[src/rtl/pkt_rx_pkg.sv]
package pkt_rx_pkg;

   localparam logic [7:0] SOF_CHAR = 8'h02;
   localparam logic [7:0] EOF_CHAR = 8'h03;
   localparam logic [7:0] ACK_CHAR = 8'h06;
   localparam logic [7:0] NAK_CHAR = 8'h15;

   localparam int LEN_W = 9;

   typedef enum logic [2:0] {
      ST_HUNT,
      ST_LEN,
      ST_BODY,
      ST_CHK,
      ST_TAIL,
      ST_REPLY,
      ST_FLUSH
   } rx_state_t;

   function automatic logic [LEN_W-1:0] len_decode(input logic [7:0] code);
      return (code == 8'h00) ? LEN_W'(256) : {1'b0, code};
   endfunction

endpackage

[src/rtl/pkt_rx_crc32.sv]
module pkt_rx_crc32 #(
   parameter logic [31:0] POLY = 32'hEDB88320,
   parameter logic [31:0] SEED = 32'hFFFFFFFF,
   parameter int          BITS = 8
) (
   input  logic            clk,
   input  logic            rst_n,
   input  logic            clr,
   input  logic            en,
   input  logic [BITS-1:0] data,
   output logic [31:0]     crc_final
);

   logic [31:0] crc_q;
   logic [31:0] stage [0:BITS];

   assign stage[0] = crc_q ^ {{(32-BITS){1'b0}}, data};

   for (genvar i = 0; i < BITS; i++) begin : g_bit
      assign stage[i+1] = stage[i][0] ? ((stage[i] >> 1) ^ POLY) : (stage[i] >> 1);
   end

   always_ff @(posedge clk or negedge rst_n) begin
      if (!rst_n)     crc_q <= SEED;
      else if (clr)   crc_q <= SEED;
      else if (en)    crc_q <= stage[BITS];
   end

   assign crc_final = ~crc_q;

   a_r3_clear_seed: assert property (@(posedge clk) disable iff (!rst_n)
      clr |=> (crc_final == ~SEED));

endmodule

[src/rtl/pkt_rx_store.sv]
module pkt_rx_store #(
   parameter int DEPTH = 256,
   parameter int WIDTH = 8,
   localparam int AW   = $clog2(DEPTH)
) (
   input  logic             clk,
   input  logic             wr_en,
   input  logic [AW-1:0]    wr_addr,
   input  logic [WIDTH-1:0] wr_data,
   input  logic [AW-1:0]    rd_addr,
   output logic [WIDTH-1:0] rd_data
);

   logic [WIDTH-1:0] mem [DEPTH];

   always_ff @(posedge clk) begin
      if (wr_en) mem[wr_addr] <= wr_data;
   end

   assign rd_data = mem[rd_addr];

endmodule

[src/rtl/pkt_rx_seq.sv]
module pkt_rx_seq
   import pkt_rx_pkg::*;
#(
   parameter int MAX_LEN = 256,
   localparam int AW     = $clog2(MAX_LEN)
) (
   input  logic          clk,
   input  logic          rst_n,
   input  logic          in_valid,
   input  logic [7:0]    in_data,
   output logic          in_ready,
   output logic          crc_clr,
   output logic          crc_en,
   input  logic [31:0]   crc_final,
   output logic          wr_en,
   output logic [AW-1:0] wr_addr,
   output logic [AW-1:0] rd_addr,
   input  logic [7:0]    rd_data,
   output logic          pay_valid,
   output logic [7:0]    pay_data,
   output logic          pay_last,
   input  logic          pay_ready,
   output logic          rsp_valid,
   output logic [7:0]    rsp_data,
   input  logic          rsp_ready,
   output logic          verdict_valid,
   output logic          verdict_good
);

   rx_state_t        state_q;
   logic [LEN_W-1:0] len_q;
   logic [LEN_W-1:0] idx_q;
   logic [1:0]       chk_q;
   logic [31:0]      rxcrc_q;
   logic             flaw_q;
   logic             good_q;
   logic             verdict_q;

   logic             take;
   logic [LEN_W-1:0] len_dec;
   logic             len_over;
   logic             at_end;

   always_comb begin
      in_ready = (state_q == ST_HUNT) || (state_q == ST_LEN) || (state_q == ST_BODY) ||
                 (state_q == ST_CHK)  || (state_q == ST_TAIL);
      take     = in_valid && in_ready;
      len_dec  = len_decode(in_data);
      len_over = int'(len_dec) > MAX_LEN;
      at_end   = (idx_q == len_q - LEN_W'(1));
   end

   assign crc_clr  = take && (state_q == ST_HUNT) && (in_data == SOF_CHAR);
   assign crc_en   = take && (state_q == ST_BODY);
   assign wr_en    = crc_en && (int'(idx_q) < MAX_LEN);
   assign wr_addr  = idx_q[AW-1:0];
   assign rd_addr  = idx_q[AW-1:0];

   assign pay_valid     = (state_q == ST_FLUSH);
   assign pay_data      = rd_data;
   assign pay_last      = pay_valid && at_end;
   assign rsp_valid     = (state_q == ST_REPLY);
   assign rsp_data      = good_q ? ACK_CHAR : NAK_CHAR;
   assign verdict_valid = verdict_q;
   assign verdict_good  = good_q;

   always_ff @(posedge clk or negedge rst_n) begin
      if (!rst_n) begin
         state_q   <= ST_HUNT;
         len_q     <= '0;
         idx_q     <= '0;
         chk_q     <= '0;
         rxcrc_q   <= '0;
         flaw_q    <= 1'b0;
         good_q    <= 1'b0;
         verdict_q <= 1'b0;
      end else begin
         verdict_q <= 1'b0;
         unique case (state_q)
            ST_HUNT: begin
               if (take && (in_data == SOF_CHAR)) state_q <= ST_LEN;
            end
            ST_LEN: begin
               if (take) begin
                  len_q   <= len_dec;
                  idx_q   <= '0;
                  flaw_q  <= len_over;
                  state_q <= ST_BODY;
               end
            end
            ST_BODY: begin
               if (take) begin
                  if (in_data == 8'h00) flaw_q <= 1'b1;
                  if (at_end) begin
                     chk_q   <= '0;
                     state_q <= ST_CHK;
                  end else begin
                     idx_q <= idx_q + LEN_W'(1);
                  end
               end
            end
            ST_CHK: begin
               if (take) begin
                  rxcrc_q[{chk_q, 3'b000} +: 8] <= in_data;
                  chk_q <= chk_q + 2'd1;
                  if (chk_q == 2'd3) state_q <= ST_TAIL;
               end
            end
            ST_TAIL: begin
               if (take) begin
                  good_q    <= (in_data == EOF_CHAR) && !flaw_q && (crc_final == rxcrc_q);
                  verdict_q <= 1'b1;
                  state_q   <= ST_REPLY;
               end
            end
            ST_REPLY: begin
               if (rsp_ready) begin
                  idx_q   <= '0;
                  state_q <= good_q ? ST_FLUSH : ST_HUNT;
               end
            end
            ST_FLUSH: begin
               if (pay_ready) begin
                  if (at_end) state_q <= ST_HUNT;
                  else        idx_q   <= idx_q + LEN_W'(1);
               end
            end
            default: state_q <= ST_HUNT;
         endcase
      end
   end

   a_r4_reply_code: assert property (@(posedge clk) disable iff (!rst_n)
      rsp_valid |-> (rsp_data == ACK_CHAR || rsp_data == NAK_CHAR));

   a_r9_flush_only_good: assert property (@(posedge clk) disable iff (!rst_n)
      pay_valid |-> verdict_good);

   a_r9_pay_hold: assert property (@(posedge clk) disable iff (!rst_n)
      (pay_valid && !pay_ready) |=> (pay_valid && $stable(pay_data) && $stable(pay_last)));

   a_r10_reply_hold: assert property (@(posedge clk) disable iff (!rst_n)
      (rsp_valid && !rsp_ready) |=> (rsp_valid && $stable(rsp_data)));

   a_r10_no_intake: assert property (@(posedge clk) disable iff (!rst_n)
      (rsp_valid || pay_valid) |-> !in_ready);

   a_r11_verdict_with_reply: assert property (@(posedge clk) disable iff (!rst_n)
      verdict_valid |-> rsp_valid);

   a_r11_verdict_pulse: assert property (@(posedge clk) disable iff (!rst_n)
      verdict_valid |=> !verdict_valid);

   a_r8_store_bound: assert property (@(posedge clk) disable iff (!rst_n)
      wr_en |-> (int'(wr_addr) < MAX_LEN));

endmodule

[src/rtl/pkt_rx_crc_top.sv]
module pkt_rx_crc_top #(
   parameter int          MAX_LEN  = 256,
   parameter logic [31:0] CRC_POLY = 32'hEDB88320,
   parameter logic [31:0] CRC_SEED = 32'hFFFFFFFF,
   localparam int         AW       = $clog2(MAX_LEN)
) (
   input  logic       clk,
   input  logic       rst_n,
   input  logic       in_valid,
   input  logic [7:0] in_data,
   output logic       in_ready,
   output logic       pay_valid,
   output logic [7:0] pay_data,
   output logic       pay_last,
   input  logic       pay_ready,
   output logic       rsp_valid,
   output logic [7:0] rsp_data,
   input  logic       rsp_ready,
   output logic       verdict_valid,
   output logic       verdict_good
);

   if (MAX_LEN < 2 || MAX_LEN > 256) begin : g_len_check
      $error("pkt_rx_crc_top: MAX_LEN must lie in 2..256");
   end

   logic          crc_clr;
   logic          crc_en;
   logic [31:0]   crc_final;
   logic          wr_en;
   logic [AW-1:0] wr_addr;
   logic [AW-1:0] rd_addr;
   logic [7:0]    rd_data;

   pkt_rx_crc32 #(
      .POLY (CRC_POLY),
      .SEED (CRC_SEED),
      .BITS (8)
   ) crc_i (
      .clk       (clk),
      .rst_n     (rst_n),
      .clr       (crc_clr),
      .en        (crc_en),
      .data      (in_data),
      .crc_final (crc_final)
   );

   pkt_rx_store #(
      .DEPTH (MAX_LEN),
      .WIDTH (8)
   ) store_i (
      .clk     (clk),
      .wr_en   (wr_en),
      .wr_addr (wr_addr),
      .wr_data (in_data),
      .rd_addr (rd_addr),
      .rd_data (rd_data)
   );

   pkt_rx_seq #(
      .MAX_LEN (MAX_LEN)
   ) seq_i (
      .clk           (clk),
      .rst_n         (rst_n),
      .in_valid      (in_valid),
      .in_data       (in_data),
      .in_ready      (in_ready),
      .crc_clr       (crc_clr),
      .crc_en        (crc_en),
      .crc_final     (crc_final),
      .wr_en         (wr_en),
      .wr_addr       (wr_addr),
      .rd_addr       (rd_addr),
      .rd_data       (rd_data),
      .pay_valid     (pay_valid),
      .pay_data      (pay_data),
      .pay_last      (pay_last),
      .pay_ready     (pay_ready),
      .rsp_valid     (rsp_valid),
      .rsp_data      (rsp_data),
      .rsp_ready     (rsp_ready),
      .verdict_valid (verdict_valid),
      .verdict_good  (verdict_good)
   );

endmodule

[config.mk]
export PLATFORM = sky130hd
export DESIGN_NAME = pkt_rx_crc_top
export DESIGN_NICKNAME = d
export VERILOG_FILES = /design/src/rtl/pkt_rx_pkg.sv /design/src/rtl/pkt_rx_crc32.sv /design/src/rtl/pkt_rx_store.sv /design/src/rtl/pkt_rx_seq.sv /design/src/rtl/pkt_rx_crc_top.sv
export SDC_FILE = /design/constraint.sdc
export NUM_CORES = 2
export LEC_CHECK = 0
export ABC_CLOCK_PERIOD_IN_PS = 5350
export BUFFER_PORTS_ARGS = -buffer_cell sky130_fd_sc_hd__buf_2
export CAP_MARGIN = 20
export CORE_ASPECT_RATIO = 0.8
export CORE_MARGIN = 5
export CORE_UTILIZATION = 50
export CTS_CLUSTER_SIZE = 14
export DETAILED_ROUTE_END_ITERATION = 10
export GPL_TIMING_DRIVEN = 0
export PLACE_DENSITY = 0.65
export SLEW_MARGIN = 20
export SYNTH_ARGS = -nofsm -noshare
export SYNTH_HDL_FRONTEND = slang
export SYNTH_HIERARCHICAL = 1
export SYNTH_SLANG_ARGS = --single-unit
[constraint.sdc]
create_clock -name clk -period 5.35 [get_ports clk]
set_input_delay 0 -clock clk [delete_from_list [all_inputs] [get_ports clk]]
set_output_delay 0 -clock clk [all_outputs]
set_load 0.005 [all_outputs]
* Word-level counts from Yosys, hierarchy flattened
Memories as Yosys holds them, arrays and structs flattened.
Index checks and enable logic that the tools add are counted.
** Storage, ports and cells
- Memory bits (writable) :: 2048
- Register bits after elaboration :: 90
- Memories :: 1
- Input port bits :: 13
** Memories
- store_i.mem :: words 256, width 8, read ports 1, clocked after Yosys merged registers in 0, write ports 1, line pkt_rx_store.sv:14 : logic [WIDTH-1:0] mem [DEPTH];
** Cells by class
- Add/sub/neg operators :: 4
- Eq/ne operators :: 22
- Bitwise logic cells :: 10
- Reduce and logical (&&, ||, !) cells :: 27
- $lt $le $gt $ge :: 2
- Shifts and indexed selects :: 2
- Mux-type cells :: 43
** Operators by type and width (count)
- $mux 32 :: 10
- $not 13->14 :: 8
- $mux 9 :: 6
- $pmux 9 s4 :: 1
- $mux 3 :: 11
- $bwmux 32 :: 1
- $eq 32x32->1 :: 1
- $not 32->32 :: 1
- $shift 8x7->32 const A :: 1
- $shiftx 8x7->32 :: 1
- $xor 32x8->32 :: 1
- $pmux 3 s7 :: 1
- $eq 8x2->1 const B :: 2
- $ne 2x1->1 const B :: 7
- $reduce_and 10->1 :: 1
- $add 9x1->9 const B :: 1
- $eq 3x3->1 const B :: 3
- $eq 9x9->1 :: 1
- $gt 9x9->1 const B :: 1
- $logic_and 1x1->1 :: 9
- $lt 9x9->1 const B :: 1
- $sub 9x1->9 const B :: 1
- $logic_not 8->1 :: 1
- $ne 2x2->1 const B :: 4
- 18 further kinds :: 35

* Depth between registers and ports, before layout
- Word-level depth :: 19
- Depth in mapped cells :: 13
- Depth with buffers taken out :: 9

* By module
Netlist, hierarchy kept.
** Modules (own cells, without submodules)
- pkt_rx_store :: area each 79396.1 sq um, cells each 3725, instances 1
- pkt_rx_seq :: area each 3737.3 sq um, cells each 427, instances 1
- pkt_rx_crc32 :: area each 2379.8 sq um, cells each 205, instances 1

* Worst setup path before layout
Ideal clock, no wire load.
- Kind :: reg2reg
- Start point :: register seq_i.state_q[1]
- End point :: memory store_i.mem[234][0], enable pin
- Buffers on the path :: 3
- Data arrival time :: 2.219 ns
- Library setup time :: 0.370 ns
- Clock period less this slack :: 2.589 ns
- Required time :: 4.980 ns
- Stages on the path, launching flop included :: 8
- Slack :: 2.761 ns
- Cells stage by stage :: dfrtp_1 > or2b_1 > nor3_1 > clkbuf_1 > buf_1 > nand3_1 > clkbuf_1 > nor2_1
** Between the ends
- Word-level cells in the longest chain between the ends :: 10
** Ends and longest elaborated chain
- start, declared :: line pkt_rx_seq.sv:30 : rx_state_t state_q;
- start signal, assigned :: line pkt_rx_seq.sv:119 : state_q <= good_q ? ST_FLUSH : ST_HUNT;
- $eq 3x1->1 or $logic_not 3->1 (tied branches) :: line pkt_rx_seq.sv:45 : in_ready = (state_q == ST_HUNT) || (state_q == ST_LEN) || (state_q == ST_BODY) ||
- $logic_or 1x1->1 (3 in series) :: line pkt_rx_seq.sv:45
- $logic_or 1x1->1 :: line pkt_rx_seq.sv:46 : (state_q == ST_CHK) || (state_q == ST_TAIL);
- $logic_and 1x1->1 :: line pkt_rx_seq.sv:47 : take = in_valid && in_ready;
- $logic_and 1x1->1 (*) :: line pkt_rx_seq.sv:54 : assign crc_en = take && (state_q == ST_BODY);
- $logic_and 1x1->1 (*) :: line pkt_rx_seq.sv:55 : assign wr_en = crc_en && (int'(idx_q) < MAX_LEN);
- named net wr_en :: line pkt_rx_crc_top.sv:30 : logic wr_en;
- $mux 1 (*) :: line pkt_rx_store.sv:17 : if (wr_en) mem[wr_addr] <= wr_data;
- $mux 1 (not written as such) (*) :: line pkt_rx_store.sv:17
- end, declared :: line pkt_rx_store.sv:14
The timed path passes the listed nets; every way through them passes the cells marked *.

* Worst setup path after layout
- Start point :: register seq_i.idx_q[4]
- End point :: output pay_data[0]
** Between the ends
- Word-level cells in the longest chain between the ends :: 1
** Ends and longest elaborated chain
- start, declared :: line pkt_rx_seq.sv:32 : logic [LEN_W-1:0] idx_q;
- start signal, assigned :: line pkt_rx_seq.sv:98 : idx_q <= idx_q + LEN_W'(1);
- start signal, assigned :: line pkt_rx_seq.sv:125 : else idx_q <= idx_q + LEN_W'(1);
- $mem_v2 256x8
- end, declared :: line pkt_rx_crc_top.sv:13 : output logic [7:0] pay_data,
Every way passes these cells.

==> out/qor.txt <==
Clk pwr share: 0.277
Combinational fraction of design power: 0.344
TritonCTS buffer count: 198
Vias in the first global route: 44400
Critical path type: flop to output port
Cell-internal power: 32.8 mW
Most utilized layer in the global route result: met1
Netlist cell types: 90
Global routing usage on met2: 0.390
Switching share of total power: 0.347
Worst Max-Slew Pin Slew: 1.55 ns
Post-route core utilization: 0.566
CTS tree: done
Post-route antenna net violation count: 0
Number of buffers on the longest clock path: 3
Global-route wire length before repair: 357 mm
Data arrival, critical path: 5.80 ns
Total of endpoints with negative setup slack in the final report: 7
Final Hold Viols: 0
Power per standard cell area: 523 nW/µm²
Share of cells above drive strength 1: 0.230
Remaining max-slew budget at the tightest pin: -0.0633
Worst R2R Path Depth: 7
Placed instance count: 6674
Antenna violations before repair: 13
Max-cap violations: 1
Worst Hold Margin: 0.116 ns
Crit Path Max Fanout: 10
Number of synthesized flops with an enable pin: 2048
WL/cell: 36.7 µm
Cell type with the largest total area after synthesis: sky130_fd_sc_hd__edfxtp_1
Critical path endpoint category: output port
Fraction of synthesized cell area in xor and xnor cells: 0.0160
Warnings, synthesis: 6
Post-synthesis instance area: 85500 µm²
CORE AREA: 170000 µm²
Post-Route Skew: 0.0338 ns
Die ar.: 179000 µm²
Number of setup buffers added after CTS: 0
Number of synthesized register bits: 2138
Switching power total: 17.4 mW
Commonest register cell after synthesis: sky130_fd_sc_hd__edfxtp_1
Ratio of routed vias to standard cells: 6.66
Buffer cell driving the clock tree root: sky130_fd_sc_hd__clkbuf_16
Total routed wirelength: 259 mm
Number of optimization iterations in the first detailed-route pass: 7
Simple logic cell fraction of the synthesized area: 0.0351
Number of port buffers: 29
Mux share of post-synthesis cell area: 0.137
Leading post-synthesis cells by instance count: sky130_fd_sc_hd__edfxtp_1 (2048), sky130_fd_sc_hd__mux4_2 (454), sky130_fd_sc_hd__nor2_1 (307)
Min Tclk post-route: 5.80 ns
Maximum VDD drop: 0.521 mV
Worst hold-check path type: input pin to flop
Clock transition at the registers of the reported paths: 0.07 ns
Kind of start point of the critical path: flop
Violated checks: capacitance limit, slew limit, setup timing
Via Count: 47100
FF-to-FF setup slack: 0.40 ns
Async SR Flop Fraction: 0.0421
Worst min-delay path endpoint: store_i/mem[237][3]
Rows: 135
Initial Util: 0.504
RePlAce Congestion: 0.988
Placed cell area: 89300 µm²
Largest family of logic cells by synthesized area: multiplexers
Number of nets in the finished design: 4649
Startpoint of the worst register-to-register path: seq_i/state_q[1]
Cell depth of the worst hold path: 2
Complex-gate fraction of the synthesized area: 0.0413
Pins over their slew limit: 2
DIE WIDTH: 472 µm
Largest cells by area after synthesis: sky130_fd_sc_hd__edfxtp_1 (72%), sky130_fd_sc_hd__mux4_2 (12%), sky130_fd_sc_hd__dfrtp_1 (1.7%)
Detailed-route DRC error count: 0
Leakage dissipation: 30.2 nW
Clock latency of the later-clocked register in the worst-skew pair: 0.86 ns
Sequential cell area fraction in the yosys report: 0.746
Pin count of the biggest net entering global routing: 126
Post-route standard cell area excluding fillers: 96000 µm²
Setup slack of the critical path after layout: -0.450 ns
Number of H-tree branching levels: 4
Initial DRC Count: 7479
Hold wc startpoint: in_data[3]
Setup Total Neg Slack: -1.06 ns
Top-Level Pins: 35
Met3 Use GR: 0.110
Result of the run: complete, but fails checks
Met1 global-route usage: 0.421
Cell Count, Final, Fillers Out: 7066
Total Routing Usage GR: 0.287
Post-Synthesis Mean Instance Area: 19.6 µm²
Die Y-Extent: 380 µm
Top-count cell post-synth: sky130_fd_sc_hd__edfxtp_1
Max Freq: 0.172 GHz
Data required time of the critical path: 5.35 ns
Area fraction of the dominant cell type after synthesis: 0.719
Total overflow reported by the global router: 0
Half-perimeter wire length after placement: 174 mm
Portion of the clock cycle consumed by the worst path in the final layout: 1.08
Clock sink count: 2138
Area grow syn2layout: 12.3%
R2R Path End: store_i/mem[79][3]
Share of power burned in registers: 0.379
Post-synthesis share of cell area spent on full adders, half adders and majority gates: 0.00117
Cell count after synthesis: 4357
[worst max-delay path, stage by stage, from the launching register on]
cell,delay [ns]
sky130_fd_sc_hd__dfrtp_1,0.58
sky130_fd_sc_hd__buf_4,0.24
sky130_fd_sc_hd__buf_4,0.23
sky130_fd_sc_hd__clkbuf_2,0.40
sky130_fd_sc_hd__clkbuf_1,0.48
sky130_fd_sc_hd__clkbuf_2,0.50
sky130_fd_sc_hd__a2111oi_0,1.31
sky130_fd_sc_hd__nor3_1,0.15
sky130_fd_sc_hd__nor4_2,0.69
sky130_fd_sc_hd__buf_4,0.21
sky130_fd_sc_hd__buf_2,0.11
[power groups by stage]
stage / sequential [mW] / combinational [mW] / clock (mW)
6_report: 19.0 / 17.3 / 13.9
5_1_grt: 19.0 / 17.5 / 14.8
4_1_cts: 19.0 / 16.6 / 14.1
3_5_place_dp: 19.4 / 16.5 / 0
3_3_place_gp: 19.4 / 16.3 / 0
2_1_floorplan: 19.3 / 9.81 / 0
[routing by layer]
layer | wire, µm | vias to the layer above
met1 | 100000 | 24900
met3 | 38400 | 551
met5 | 176 | -
met2 | 108000 | 3299
li1 | - | 18400
met4 | 12000 | 12
[cell type report]
type	instances	area (µm²)
Clock inverter	124	1130
Tap cell	2260	2830
Multi-Input combinational cell	1887	20000
Clock buffer	241	5170
Buffer	287	1910
Timing Repair Buffer	69	996
Fill cell	12700	73700
Inverter	47	176
Antenna cell	13	32.5
Sequential cell	2138	63800
[cells by family (layout without fill, tap and decap cells)]
logic type	count (synthesis)	in the layout
buf+inv	335	768
other cells	2	18
xor+xnor	107	107
flops	2138	2138
fa+ha+maj	8	8
mux	602	602
compound gates	511	511
simple gates	654	654
[placed cells by master (no fill, tap or decap), drive strengths merged, types with 14 or more instances in the layout]
cell type,synthesis,routed
a211o,14,14
a211oi,19,19
a21oi,119,119
a221oi,14,14
a22oi,134,134
buf,158,205
bufinv,0,17
clkbuf,129,373
clkinv,1,94
dfrtp,58,58
dfstp,32,32
edfxtp,2048,2048
inv,46,57
mux2i,138,138
mux4,456,456
nand2,125,125
nand3,40,40
nand4,18,18
nor2,309,309
nor2b,33,33
nor3,37,37
nor4,37,37
o211ai,19,19
o21ai,66,66
o221ai,47,47
o22ai,29,29
xnor2,61,61
xnor3,18,18
xor2,28,28
[how the worst max path moves through the flow]
stage	start	to	slack (ns)	cells after the start
floorplan	seq_i/state_q[1]	store_i/mem[234][0]	2.76	7
global placement	in_data[1]	crc_i/crc_q[11]	-1.10	8
detailed placement	seq_i/idx_q[4]	pay_data[7]	-0.02	11
CTS	seq_i/idx_q[1]	pay_data[4]	0.01	13
global route	seq_i/idx_q[1]	pay_data[1]	-0.0005	12
finish	seq_i/idx_q[4]	pay_data[0]	-0.45	10
[per-stage QoR]
step | total power [mW] | setup WS [ns]
2_1_floorplan | 29.1 | 2.76
3_3_place_gp | 35.7 | -1.10
3_5_place_dp | 35.8 | -0.0248
4_1_cts | 49.8 | 0.0126
5_1_grt | 51.4 | -0.000544
6_report | 50.2 | -0.450
[registers in the layout (all words and copies together) (netlist names)]
signal	flops
seq_i/idx_q	9
seq_i/verdict_good	1
seq_i/chk_q	2
seq_i/len_q	9
crc_i/crc_q	32
seq_i/state_q	3
store_i/mem	2048
seq_i/verdict_valid	1
seq_i/rxcrc_q	32
seq_i/flaw_q	1
[repair_timing]
action	CTS	global route
hold buffers	13	0
resized for setup	58	17
endpoints found under the setup margin	8	7
hold endpoints to repair	1380	0
pin swaps	0	0
(Power assumes the default switching activity.)
